### config.mk
export PLATFORM = sky130hd
export DESIGN_NAME = lcell_top
export DESIGN_NICKNAME = d
export VERILOG_FILES = /design/src/rtl/lcell_pkg.sv /design/src/rtl/lcell_cfg_chain.sv /design/src/rtl/lcell_lut.sv /design/src/rtl/lcell_arith.sv /design/src/rtl/lcell_top.sv
export SDC_FILE = /design/constraint.sdc
export NUM_CORES = 1
export LEC_CHECK = 0
export BUFFER_PORTS_ARGS = -buffer_cell sky130_fd_sc_hd__clkbuf_2
export CAP_MARGIN = 20
export CORE_UTILIZATION = 56
export CTS_CLUSTER_DIAMETER = 200
export DETAILED_ROUTE_END_ITERATION = 12
export GPL_ROUTABILITY_DRIVEN = 0
export PLACE_DENSITY_LB_ADDON = 0.25
export SETUP_SLACK_MARGIN = 0.05
export SKIP_CTS_REPAIR_TIMING = 1
export SLEW_MARGIN = 10
export SYNTH_ARGS = -nofsm -noshare
export SYNTH_HDL_FRONTEND = slang
export SYNTH_SLANG_ARGS = --single-unit
### constraint.sdc
create_clock -name clk -period 3.7 [get_ports clk]
set_input_delay 0.185 -clock clk [delete_from_list [all_inputs] [get_ports clk]]
set_output_delay 0.185 -clock clk [all_outputs]
set_load 0.01 [all_outputs]
### src/rtl/lcell_pkg.sv
package lcell_pkg;
  typedef enum logic {
    MODE_LOGIC = 1'b0,
    MODE_ARITH = 1'b1
  } cell_mode_e;

  typedef enum logic {
    OUT_COMB = 1'b0,
    OUT_REG  = 1'b1
  } out_sel_e;

  function automatic logic maj3(input logic a, input logic b, input logic c);
    return (a & b) | (a & c) | (b & c);
  endfunction
endpackage

### src/rtl/lcell_cfg_chain.sv
module lcell_cfg_chain #(
  parameter int W = 18
) (
  input  logic         clk,
  input  logic         rst,
  input  logic         cfg_en,
  input  logic         cfg_shift,
  input  logic         cfg_din,
  output logic [W-1:0] cfg_q,
  output logic         cfg_dout
);
  logic step;
  assign step = cfg_en & cfg_shift;

  always_ff @(posedge clk) begin
    if (step) cfg_q <= {cfg_din, cfg_q[W-1:1]};
  end

  assign cfg_dout = cfg_q[0];

  // the new bit lands at the top of the chain
  a_r1_shift_in: assert property (@(posedge clk) disable iff (rst)
    (cfg_en && cfg_shift) |=> (cfg_q[W-1] == $past(cfg_din)));

  // no shift without both enables
  a_r10_chain_hold: assert property (@(posedge clk) disable iff (rst)
    !(cfg_en && cfg_shift) |=> $stable(cfg_q));
endmodule

### src/rtl/lcell_lut.sv
module lcell_lut #(
  parameter int K = 3,
  localparam int N = 1 << K
) (
  input  logic [N-1:0] tbl,
  input  logic [K-1:0] idx,
  output logic         y
);
  assign y = tbl[idx];
endmodule

### src/rtl/lcell_arith.sv
module lcell_arith
  import lcell_pkg::*;
(
  input  cell_mode_e mode,
  input  logic       f_lo,
  input  logic       f_hi,
  input  logic       pick_hi,
  input  logic       cin,
  output logic       y,
  output logic       cout_raw
);
  logic sum;
  logic wide;

  assign wide = pick_hi ? f_hi : f_lo;
  assign sum  = f_lo ^ f_hi ^ cin;

  always_comb begin
    if (mode == MODE_ARITH) begin
      y        = sum;
      cout_raw = maj3(f_lo, f_hi, cin);
    end else begin
      y        = wide;
      cout_raw = 1'b0;
    end
  end
endmodule

### src/rtl/lcell_top.sv
module lcell_top
  import lcell_pkg::*;
#(
  parameter int LUT_K = 3
) (
  input  logic           clk,
  input  logic           rst,
  input  logic           ce,
  input  logic           cfg_en,
  input  logic           cfg_shift,
  input  logic           cfg_din,
  output logic           cfg_dout,
  input  logic [LUT_K:0] lin,
  input  logic           cin,
  output logic           cout,
  output logic           cell_out
);
  localparam int TBL   = 1 << LUT_K;
  localparam int CFG_W = 2 * TBL + 2;
  localparam int MODE_BIT = 2 * TBL;
  localparam int OSEL_BIT = 2 * TBL + 1;

  logic [CFG_W-1:0] cfg_q;
  logic [1:0]       half_y;
  logic             comb_y;
  logic             cout_raw;
  logic             ff_q;
  cell_mode_e       mode;
  out_sel_e         osel;

  lcell_cfg_chain #(.W(CFG_W)) chain_i (
    .clk(clk), .rst(rst), .cfg_en(cfg_en), .cfg_shift(cfg_shift),
    .cfg_din(cfg_din), .cfg_q(cfg_q), .cfg_dout(cfg_dout)
  );

  assign mode = cell_mode_e'(cfg_q[MODE_BIT]);
  assign osel = out_sel_e'(cfg_q[OSEL_BIT]);

  for (genvar h = 0; h < 2; h++) begin : g_half
    lcell_lut #(.K(LUT_K)) lut_i (
      .tbl(cfg_q[h*TBL +: TBL]),
      .idx(lin[LUT_K-1:0]),
      .y(half_y[h])
    );
  end

  lcell_arith arith_i (
    .mode(mode), .f_lo(half_y[0]), .f_hi(half_y[1]), .pick_hi(lin[LUT_K]),
    .cin(cin), .y(comb_y), .cout_raw(cout_raw)
  );

  always_ff @(posedge clk) begin
    if (rst)               ff_q <= 1'b0;
    else if (ce && !cfg_en) ff_q <= comb_y;
  end

  always_comb begin
    if (cfg_en)              cell_out = 1'b0;
    else if (osel == OUT_REG) cell_out = ff_q;
    else                     cell_out = comb_y;
  end

  assign cout = cfg_en ? 1'b0 : cout_raw;

  // logic mode never drives a carry
  a_r5_cout_logic: assert property (@(posedge clk) disable iff (rst)
    (mode == MODE_LOGIC) |-> !cout);

  // configuration blanks the outputs and freezes the flop
  a_r9_blank: assert property (@(posedge clk) disable iff (rst)
    cfg_en |-> (!cell_out && !cout));
  a_r9_ff_hold: assert property (@(posedge clk) disable iff (rst)
    cfg_en |=> $stable(ff_q));

  // an enabled edge captures the combinational result
  a_r6_capture: assert property (@(posedge clk) disable iff (rst)
    (ce && !cfg_en) |=> (ff_q == $past(comb_y)));

  // a disabled edge keeps the flop
  a_r7_ce_hold: assert property (@(posedge clk) disable iff (rst)
    !ce |=> $stable(ff_q));

  // reset clears the flop
  a_r8_reset: assert property (@(posedge clk) rst |=> !ff_q);
endmodule

==> results of run 1 <==
==> worst max path at each step <==
stage	startpoint	to	slack, ns
floorplan	chain_i.cfg_q[0]	cell_out	1.19
global placement	lin[0]	cell_out	1.12
detailed placement	lin[0]	cell_out	1.09
CTS	chain_i.cfg_q[6]	cell_out	0.86
global route	chain_i.cfg_q[6]	cell_out	0.75
finish	chain_i.cfg_q[2]	cell_out	0.86
==> cells by family after synthesis <==
group | synth area share [%]
flops | 67.4
mux | 18.9
simple gates | 5.87
compound gates | 3.61
buf+inv | 1.80
fa+ha+maj | 2.41
==> power groups by stage <==
stage               logic [mW]  registers (mW)  clock network (mW)
finish                  0.0419           0.249              0.0953
global route            0.0451           0.250               0.104
CTS                     0.0418           0.249              0.0997
detailed placement      0.0417           0.254                   0
global placement        0.0388           0.253                   0
floorplan               0.0293           0.252                   0
==> routing by layer <==
metal | up-vias | share of wire (%) | track usage (%)
met2 | 3 | 55 | 31.3
met1 | 221 | 44 | 24.3
met3 | 0 | 1.5 | 3.33
li1 | 203 | - | -
met5 | - | 0 | 0
met4 | 0 | 0 | 7.50
==> layout by cell type (no fill, tap or decap) <==
master	synthesis	layout
and2_1	1	1
clkbuf_4	0	3
mux4_2	2	2
nand3b_1	2	2
mux2_1	2	2
clkbuf_1	0	1
nor2_1	1	1
clkbuf_2	0	13
o41ai_1	2	2
nand2_1	2	2
dfxtp_1	1	1
mux2_4	6	6
nand2b_1	1	1
inv_1	1	1
o22ai_2	1	1
edfxtp_1	18	18
fa_1	1	1
nor3_2	1	1
==> worst register-to-register path, cell delays in order (launching register included) <==
cell      delay, ns
edfxtp_1       0.41
mux2_1         0.30
mux4_2         0.51
fa_1           0.57
o22ai_2        0.09
o41ai_1        0.37
==> cell usage after synthesis, types with 2 or more instances <==
cell,n
edfxtp_1,18
mux2_4,6
mux2_1,2
mux4_2,2
nand2_1,2
nand3b_1,2
o41ai_1,2
==> through the flow <==
step / setup WS (ns) / power [mW] / utilization, % / hold WS (ns) / std cells
after detailed placement: 1.09 / 0.296 / 67.8 / 0.364 / 70
after global routing: 0.746 / 0.400 / 69.8 / 0.0678 / 74
after CTS: 0.858 / 0.391 / 69.8 / 0.0686 / 74
after global placement: 1.12 / 0.292 / 67.8 / 0.362 / 70
after floorplan: 1.19 / 0.281 / - / 0.284 / 43
final: 0.863 / 0.386 / 69.8 / 0.0774 / 74
==> area by class of cell <==
type / instances / area share (%)
inverter: 1 / 0.403
timing repair buffer: 13 / 6.99
sequential: 19 / 60.2
tap: 15 / 2.02
multi-input combinational: 22 / 27.6
clock buffer: 4 / 2.82
==> sequential cells by signal, indices dropped and copies added (netlist names) <==
name and cells:
ff_q 1, chain_i.cfg_q 18
==> summary.md, run 1 <==
| Metric | Value |
|---|---|
| EDFF count, synth | 18 |
| Post-Route WL | 1310 µm |
| Ys async rst share | 0% |
| Critical-path cell list | mux2_1 > mux4_2 > fa_1 > o22ai_2 > o41ai_1 > clkbuf_2 |
| Fin. max-slew vios | 0 |
| FILL cells | 92 |
| Relative slew slack | ~50% |
| Ys Warns | 0 |
| CTS buffer count | 3 |
| First-pass GRT wire length | about 1900 µm |
| Startpoint Class | flip-flop |
| Syn_nets | 55 |
| Highest Clock Rate | 352 MHz |
| Core ar. | 0.00133 mm² |
| RR Endpoint | ff_q |
| Worst VDD drop | about 270 µV |
| Final ANT Viol Nets | 0 |
| Finish-stage setup viols | 0 |
| Mapped Area | between 800 and 900 µm² |
| Crit end category | output pin |
| Die width | 40.5 µm |
| Drt pass-1 iters | 4 |
| Pwr per Cell Area | 415 mW/mm² |
| Rows | 13 |
| P_int | ~310 µW |
| Storage element area | 561 µm² |
| Top_reg_cell synth | edfxtp_1 |
| Finished Cell Area | a little over 900 µm² |
| Vias per inst | 5.77 |
| Min Tclk post-route | around 2.8 ns |
| Area post-placement | 905 µm² |
| Largest net degree at the start of global routing | 19 |
| Slowest stage cell, crit path | fa_1 |
| Layout cell share with drive strength beyond 1 | between 40% and 50% |
| Max Cap Viol | 0 |
| CP Buf/Inv Count | 1 |
| Final Cycle Share | 76.7% |
| TritonCTS clock tree | built |
| Vias in the first global route | 405 |
| Crit Path Class | flip-flop to output pin |
| Initial antenna violation count | 0 |
| Post-Syn Area per Cell | 19.3 µm² |
| Initial Utilization | 62.4% |
| Area leader, netlist | edfxtp_1 |
| R2R cell count | 5 |
| I/O pins | 14 |
| Area of the die | roughly 0.0016 mm² |
| Net Sw Frac | 20.3% |
| WP depth | 6 |
| Setup TNS | 0 ns |
| Unrepaired setup endpoints after global routing | false |
| # diodes | 0 |
| Min-Delay Endpoint | chain_i.cfg_q[17] |
| Worst hold path class | input pin to flip-flop |
| Buffer depth of the longest clock path | 2 |
| Clock slew at reported path FFs | 0.09 ns |
| Total GRT Usage | 18.8% |
| Yosys cell types | 16 |
| Buffers added on ports | 13 |
| Global route total overflow | 0 |
| Clock share of power | 24.7% |
| Reg-to-reg slack, setup | about 1.4 ns |
| Clk root buf | clkbuf_4 |
| H-tree depth | 1 |
| Slew @ Worst Pin | 0.766 ns |
| Seq pwr share | 64.5% |
| Total number of vias | 427 |
| Layout area overhead | 11.9% |
| Clock sink count | 19 |
| DRC errors left | 0 |
| Yosys top cell area share | between 60% and 70% |
| Routed wire per std cell | between 15 and 20 µm |
| Worst EP required | ~3.5 ns |
| Status | completed |
| Hold path depth | 1 |
| Comb pwr share | 10.8% |
| Max incr delay on CP | 0.57 ns |
| Hold wc startpoint | cfg_din |
| Critical path arrival | 2.65 ns |
| Chip height | ~41 µm |
| CP delay by family, top | multiplexers |
| Post-synthesis instance total | 43 |
| Seq/Total Area, Yosys | 67.4% |
| Final Hold Fails | 0 |
| Drt first-iter violations | 19 |
| #FFs+latches synth | 19 |
| Switch Pwr | 78.3 µW |
| Leak pwr | approximately 0.35 nW |
| Critical R2R Launch | chain_i.cfg_q[2] |
| Nets | 72 |
| DP HPWL | approximately 1000 µm |
| Crit-path max FO | 2 |
| Worst-Skew Late Latency | around 0.28 ns |
| Worst clock skew | 0.000572 ns |
| Largest cells by area after synthesis | edfxtp_1 65%, mux2_4 11%, mux4_2 5.4% |
| Area of the multi-input gates | 256 µm² |
Note: power is estimated with default switching activity, not from simulation.
==> inputs of run 2 (changes only) <==
--- a/config.mk
+++ b/config.mk
@@ -7,7 +7,7 @@
 export LEC_CHECK = 0
 export BUFFER_PORTS_ARGS = -buffer_cell sky130_fd_sc_hd__clkbuf_2
 export CAP_MARGIN = 20
-export CORE_UTILIZATION = 56
+export CORE_UTILIZATION = 47
 export CTS_CLUSTER_DIAMETER = 200
 export DETAILED_ROUTE_END_ITERATION = 12
 export GPL_ROUTABILITY_DRIVEN = 0
==> constraint.sdc (replaced) <==
create_clock -name clk -period 2.5 [get_ports clk]
set_input_delay 0.125 -clock clk [delete_from_list [all_inputs] [get_ports clk]]
set_output_delay 0.125 -clock clk [all_outputs]
set_load 0.01 [all_outputs]
==> summary.md, run 2 (synthesized netlist as in run 1, its figures left out) <==
| Metric | Value |
|---|---|
| Clk root buf | clkbuf_4 (unchanged) |
| Status | finished, violations left (was completed) |
| Layout cell share with drive strength beyond 1 | 51.6% (was 44.1%) |
| Routed wire per std cell | 14.8 µm (was 17.7 µm) |
| # diodes | 0 (unchanged) |
| Clock share of power | 25.6% (was 24.7%) |
| Nets | 77 (was 72) |
| Failing checks | negative setup slack |
| Slew @ Worst Pin | 0.771 ns (was 0.766 ns) |
| Vias per inst | 5.55 (was 5.77) |
| Die width | 44.1 µm (was 40.5 µm) |
| Initial Utilization | 52.8% (was 62.4%) |
| Fin. max-slew vios | 0 (unchanged) |
| Crit-path max FO | 2 (unchanged) |
| First-pass GRT wire length | 1750 µm (was 1870 µm) |
| Most common cell after layout, fill and taps aside | edfxtp_1 (unchanged) |
| Drt first-iter violations | 4 (was 19) |
| Most frequent cells in the layout | 18 x edfxtp_1, 12 x clkbuf_2, 8 x mux2_4, 4 x buf_4, 3 x clkbuf_4 (was 18 x edfxtp_1, 13 x clkbuf_2, 6 x mux2_4, 3 x clkbuf_4) |
| DP HPWL | 812 µm (was 1010 µm) |
| Post-Route WL | 1180 µm (was 1310 µm) |
| Relative slew slack | 48.6% (was 49.0%) |
| Leak pwr | 0.391 nW (was 0.353 nW) |
| Buffers added on ports | 13 (unchanged) |
| TritonCTS clock tree | built (unchanged) |
| Layout area overhead | 18.6% (was 11.9%) |
| Clock sink count | 19 (unchanged) |
| Final Hold Fails | 0 (unchanged) |
| Worst VDD drop | 318 µV (was 275 µV) |
| Worst clock skew | 0.000648 ns (was 0.000572 ns) |
| Min Tclk post-route | 2.67 ns |
| Reg with most FFs | chain_i.cfg_q (unchanged) |
| Pwr per Cell Area | 600 mW/mm² (was 415 mW/mm²) |
| Unrepaired setup endpoints after global routing | true (was false) |
| Highest Clock Rate | about 380 MHz |
| Clock slew at reported path FFs | 0.10 ns (was 0.09 ns) |
| Total number of vias | 444 (was 427) |
| Total GRT Usage | 13.8% (was 18.8%) |
| Max Cap Viol | 0 (unchanged) |
| Finish-stage setup viols | 1 (was 0) |
| Rows | 14 (was 13) |
| Largest net degree at the start of global routing | 19 (unchanged) |
| Final ANT Viol Nets | 0 (unchanged) |
| Startpoint Class | flip-flop (unchanged) |
| Fin cells | 80 (was 74) |
| Initial antenna violation count | 0 (unchanged) |
| Chip height | 44.1 µm (was 40.5 µm) |
| Buffer depth of the longest clock path | 2 (unchanged) |
| Worst-Skew Late Latency | 0.29 ns (was 0.28 ns) |
| CTS buffer count | 3 (unchanged) |
| Max reg flops | 18 (unchanged) |
| DRC errors left | 0 (unchanged) |
| Critical path arrival | 2.54 ns (was 2.65 ns) |
| P_int | 466 µW (was 308 µW) |
| Net Sw Frac | 21.4% (was 20.3%) |
| H-tree depth | 1 (unchanged) |
| Worst EP required | 2.38 ns (was 3.51 ns) |
| Regs by FF count | chain_i.cfg_q x18, ff_q x1 (unchanged) |
| Switch Pwr | 127 µW (was 78.3 µW) |
| I/O pins | 14 (unchanged) |
| Drt pass-1 iters | 6 (was 4) |
| Comb pwr share | 12.3% (was 10.8%) |
| Area of the die | 0.00194 mm² (was 0.00164 mm²) |
| Final WS setup | -0.165 ns (was 0.863 ns) |
| Crit end category | output pin (unchanged) |
| Seq pwr share | 62.1% (was 64.5%) |
| Setup TNS | -0.165 ns (was 0 ns) |
| Cells after DPL | 72 (was 70) |
| Core ar. | 0.00158 mm² (was 0.00133 mm²) |
| Vias in the first global route | 395 (was 405) |
| Worst hold path class | input pin to flip-flop (unchanged) |
| Final Cycle Share | 107% |
| Global route total overflow | 0 (unchanged) |
| Crit Path Class | flip-flop to output pin (unchanged) |
[run 2: cell type report]
| type | count | area (µm²) |
|---|---|---|
| clock buffers | 4 | 26.3 |
| fillers | 118 | 589 |
| inverters | 1 | 3.75 |
| multi-input cells | 22 | 272 |
| flip-flops and latches | 19 | 561 |
| well taps | 16 | 20.0 |
| repair buffers | 18 | 105 |
[run 2: path summary, 6_finish.rpt]
check,startpoint,end,slack [ns],cells after the start
max reg2reg,chain_i.cfg_q[10],ff_q,0.30,5
min,rst,ff_q,0.008,2
max,chain_i.cfg_q[10],cell_out,-0.17,6
min reg2reg,chain_i.cfg_q[4],chain_i.cfg_q[3],0.46,0
[run 2: power by group through the flow]
stage               clock, mW  combinational, mW  sequential, mW
floorplan                   0             0.0433           0.373
global placement            0             0.0612           0.375
detailed placement          0             0.0625           0.375
CTS                     0.155             0.0625           0.368
global route            0.163             0.0800           0.370
finish                  0.152             0.0729           0.368
[run 2: per-stage QoR]
step	utilization [%]	setup WS (ns)	power (mW)	hold WS, ns	cell area, µm²
4_1_cts	59.6	-0.301	0.586	-0.00531	940
5_1_grt	62.6	-0.252	0.613	0.0288	987
6_report	62.6	-0.165	0.593	0.00820	987
3_5_place_dp	57.9	-0.0192	0.438	0.304	913
3_3_place_gp	57.9	0.0209	0.436	0.305	913
2_1_floorplan	-	0.0516	0.416	0.224	832
[run 2: worst max-delay path, cell delays in order, from the launching register on]
cell,delay [ns]
edfxtp_1,0.42
mux2_4,0.28
mux4_2,0.49
fa_1,0.54
o22ai_2,0.09
o41ai_2,0.26
buf_2,0.18
[run 2: layer usage]
layer	GRT usage [%]	routed length, µm	share of wire, %
met4	12.7	40	3.4
met3	2.45	26	2.2
met5	0	0	0
met1	19.2	577	49
met2	18.2	536	45
==> inputs of run 3 (changes only) <==
--- a/config.mk
+++ b/config.mk
@@ -7,6 +7,7 @@
 export LEC_CHECK = 0
 export BUFFER_PORTS_ARGS = -buffer_cell sky130_fd_sc_hd__clkbuf_2
 export CAP_MARGIN = 20
+export CORE_MARGIN = 2
 export CORE_UTILIZATION = 47
 export CTS_CLUSTER_DIAMETER = 200
 export DETAILED_ROUTE_END_ITERATION = 12
==> summary.md, run 3 (synthesized netlist as in run 1, its figures left out) <==
| Metric | Value |
|---|---|
| Total GRT Usage | 13.4% (was 13.8%) |
| P_int | 461 µW (was 466 µW) |
| H-tree depth | 1 (unchanged) |
| Vias in the first global route | 449 (was 395) |
| Most common cell after layout, fill and taps aside | edfxtp_1 (unchanged) |
| Slowest stage cell, crit path | fa_1 (unchanged) |
| Seq pwr share | 62.6% (was 62.1%) |
| Switch Pwr | 128 µW (was 127 µW) |
| Rows | 15 (was 14) |
| Global route total overflow | 0 (unchanged) |
| Layout cell share with drive strength beyond 1 | 51.6% (unchanged) |
| CP Buf/Inv Count | 1 (unchanged) |
| Largest net degree at the start of global routing | 19 (unchanged) |
| Buffer depth of the longest clock path | 2 (unchanged) |
| Drt pass-1 iters | 2 (was 6) |
| Worst VDD drop | 332 µV (was 318 µV) |
| I/O pins | 14 (unchanged) |
| Comb pwr share | 11.9% (was 12.3%) |
| Routed wire per std cell | 15.5 µm (was 14.8 µm) |
| Unrepaired setup endpoints after global routing | true (unchanged) |
| Pwr per Cell Area | 597 mW/mm² (was 600 mW/mm²) |
| Post-Route WL | 1250 µm (was 1180 µm) |
| Overall power | 589 µW (was 593 µW) |
| CP delay by family, top | multiplexers (unchanged) |
| Net Sw Frac | 21.7% (was 21.4%) |
| Crit Path Class | flip-flop to output pin (unchanged) |
| Startpoint Class | flip-flop (unchanged) |
| Fin. max-slew vios | 0 (unchanged) |
| Worst clock skew | 0.00643 ns (was 0.000648 ns) |
| DRC errors left | 0 (unchanged) |
| Critical-path cell list | mux2_4 > mux4_2 > fa_1 > o22ai_2 > o41ai_2 > buf_2 (unchanged) |
| Area of the die | 0.00212 mm² (was 0.00194 mm²) |
| Relative slew slack | 48.5% (was 48.6%) |
| Clk root buf | clkbuf_4 (unchanged) |
| Final Cycle Share | 107% (about the same) |
| DP HPWL | 888 µm (was 812 µm) |
| Final ANT Viol Nets | 0 (unchanged) |
| Initial antenna violation count | 0 (unchanged) |
| Vias per inst | 5.38 (was 5.55) |
| Core ar. | 0.00169 mm² (was 0.00158 mm²) |
| First-pass GRT wire length | 1880 µm (was 1750 µm) |
| Reg with most FFs | chain_i.cfg_q (unchanged) |
| Drt first-iter violations | 11 (was 4) |
| Max incr delay on CP | 0.54 ns (about the same) |
| TritonCTS clock tree | built (unchanged) |
| Max Cap Viol | 0 (unchanged) |
| Max reg flops | 18 (unchanged) |
| Status | finished, violations left (unchanged) |
| Most frequent cells in the layout | 18 x edfxtp_1, 12 x clkbuf_2, 7 x mux2_4, 4 x buf_4, 3 x clkbuf_4 (was 18 x edfxtp_1, 12 x clkbuf_2, 8 x mux2_4, 4 x buf_4, 3 x clkbuf_4) |
| Crit end category | output pin (unchanged) |
| Failing checks | negative setup slack (unchanged) |
| Die width | 46.1 µm (was 44.1 µm) |
| Leak pwr | 0.389 nW (was 0.391 nW) |
| Chip height | 46.1 µm (was 44.1 µm) |
| Total number of vias | 436 (was 444) |
| Final Hold Fails | 0 (unchanged) |
| # diodes | 0 (unchanged) |
| Highest Clock Rate | 373 MHz (was 375 MHz) |
| Final WS setup | -0.180 ns (was -0.165 ns) |
| CTS buffer count | 3 (unchanged) |
| Layout area overhead | 18.5% (was 18.6%) |
| Slew @ Worst Pin | 0.773 ns (was 0.771 ns) |
| Min Tclk post-route | 2.68 ns (was 2.67 ns) |
| Clock share of power | 25.5% (was 25.6%) |
| Worst-Skew Late Latency | 0.29 ns (about the same) |
| Nets | 77 (unchanged) |
| Clock sink count | 19 (unchanged) |
| Finish-stage setup viols | 1 (unchanged) |
| Critical path arrival | 2.55 ns (was 2.54 ns) |
| Buffers added on ports | 13 (unchanged) |
| Worst hold path class | input pin to flip-flop (unchanged) |
| Initial Utilization | 49.3% (was 52.8%) |
| Worst EP required | 2.38 ns (about the same) |
| Regs by FF count | chain_i.cfg_q x18, ff_q x1 (unchanged) |
| Clock slew at reported path FFs | 0.11 ns (was 0.10 ns) |
| Worst slack at placement | -0.0423 ns (was -0.0192 ns) |
| Crit-path max FO | 2 (unchanged) |
[run 3: stage by stage]
step	cells	hold slack, ns	TNS, ns	area (µm²)	util, %
finish	81	0.0288	-0.180	986	58.4
CTS	76	-0.00267	-0.324	935	55.3
global route	81	0.0378	-0.303	986	58.4
global placement	72	0.306	0	907	53.7
floorplan	43	0.224	0	832	-
detailed placement	72	0.307	-0.0423	907	53.7
[run 3: worst paths after layout]
path                     from          endpoint  slack (ns)  depth (start not counted)
max          chain_i.cfg_q[8]          cell_out       -0.18                          6
min reg2reg  chain_i.cfg_q[2]  chain_i.cfg_q[1]        0.46                          0
min                       rst              ff_q        0.03                          2
max reg2reg  chain_i.cfg_q[8]              ff_q        0.23                          5
[run 3: layer usage]
layer	share of wire, %	up-vias	track usage (%)
met2	51	5	20.8
li1	-	211	-
met3	2.1	2	2.35
met5	0	-	0
met4	0.40	0	8.57
met1	46	218	17.2
[run 3: cell type report]
cell class | count | area, µm²
Sequential cell | 19 | 561
Inverter | 1 | 3.75
Tap cell | 17 | 21.3
Clock buffer | 3 | 22.5
Fill cell | 134 | 703
Clock inverter | 1 | 5.00
Multi-Input combinational cell | 22 | 268
Timing Repair Buffer | 18 | 105
[run 3: power groups by stage]
stage / Combinational [mW] / Clock, mW / Sequential, mW
final: 0.0701 / 0.150 / 0.369
after global placement: 0.0587 / 0 / 0.375
after global routing: 0.0772 / 0.167 / 0.370
after detailed placement: 0.0607 / 0 / 0.376
after CTS: 0.0609 / 0.156 / 0.369
after floorplan: 0.0433 / 0 / 0.373
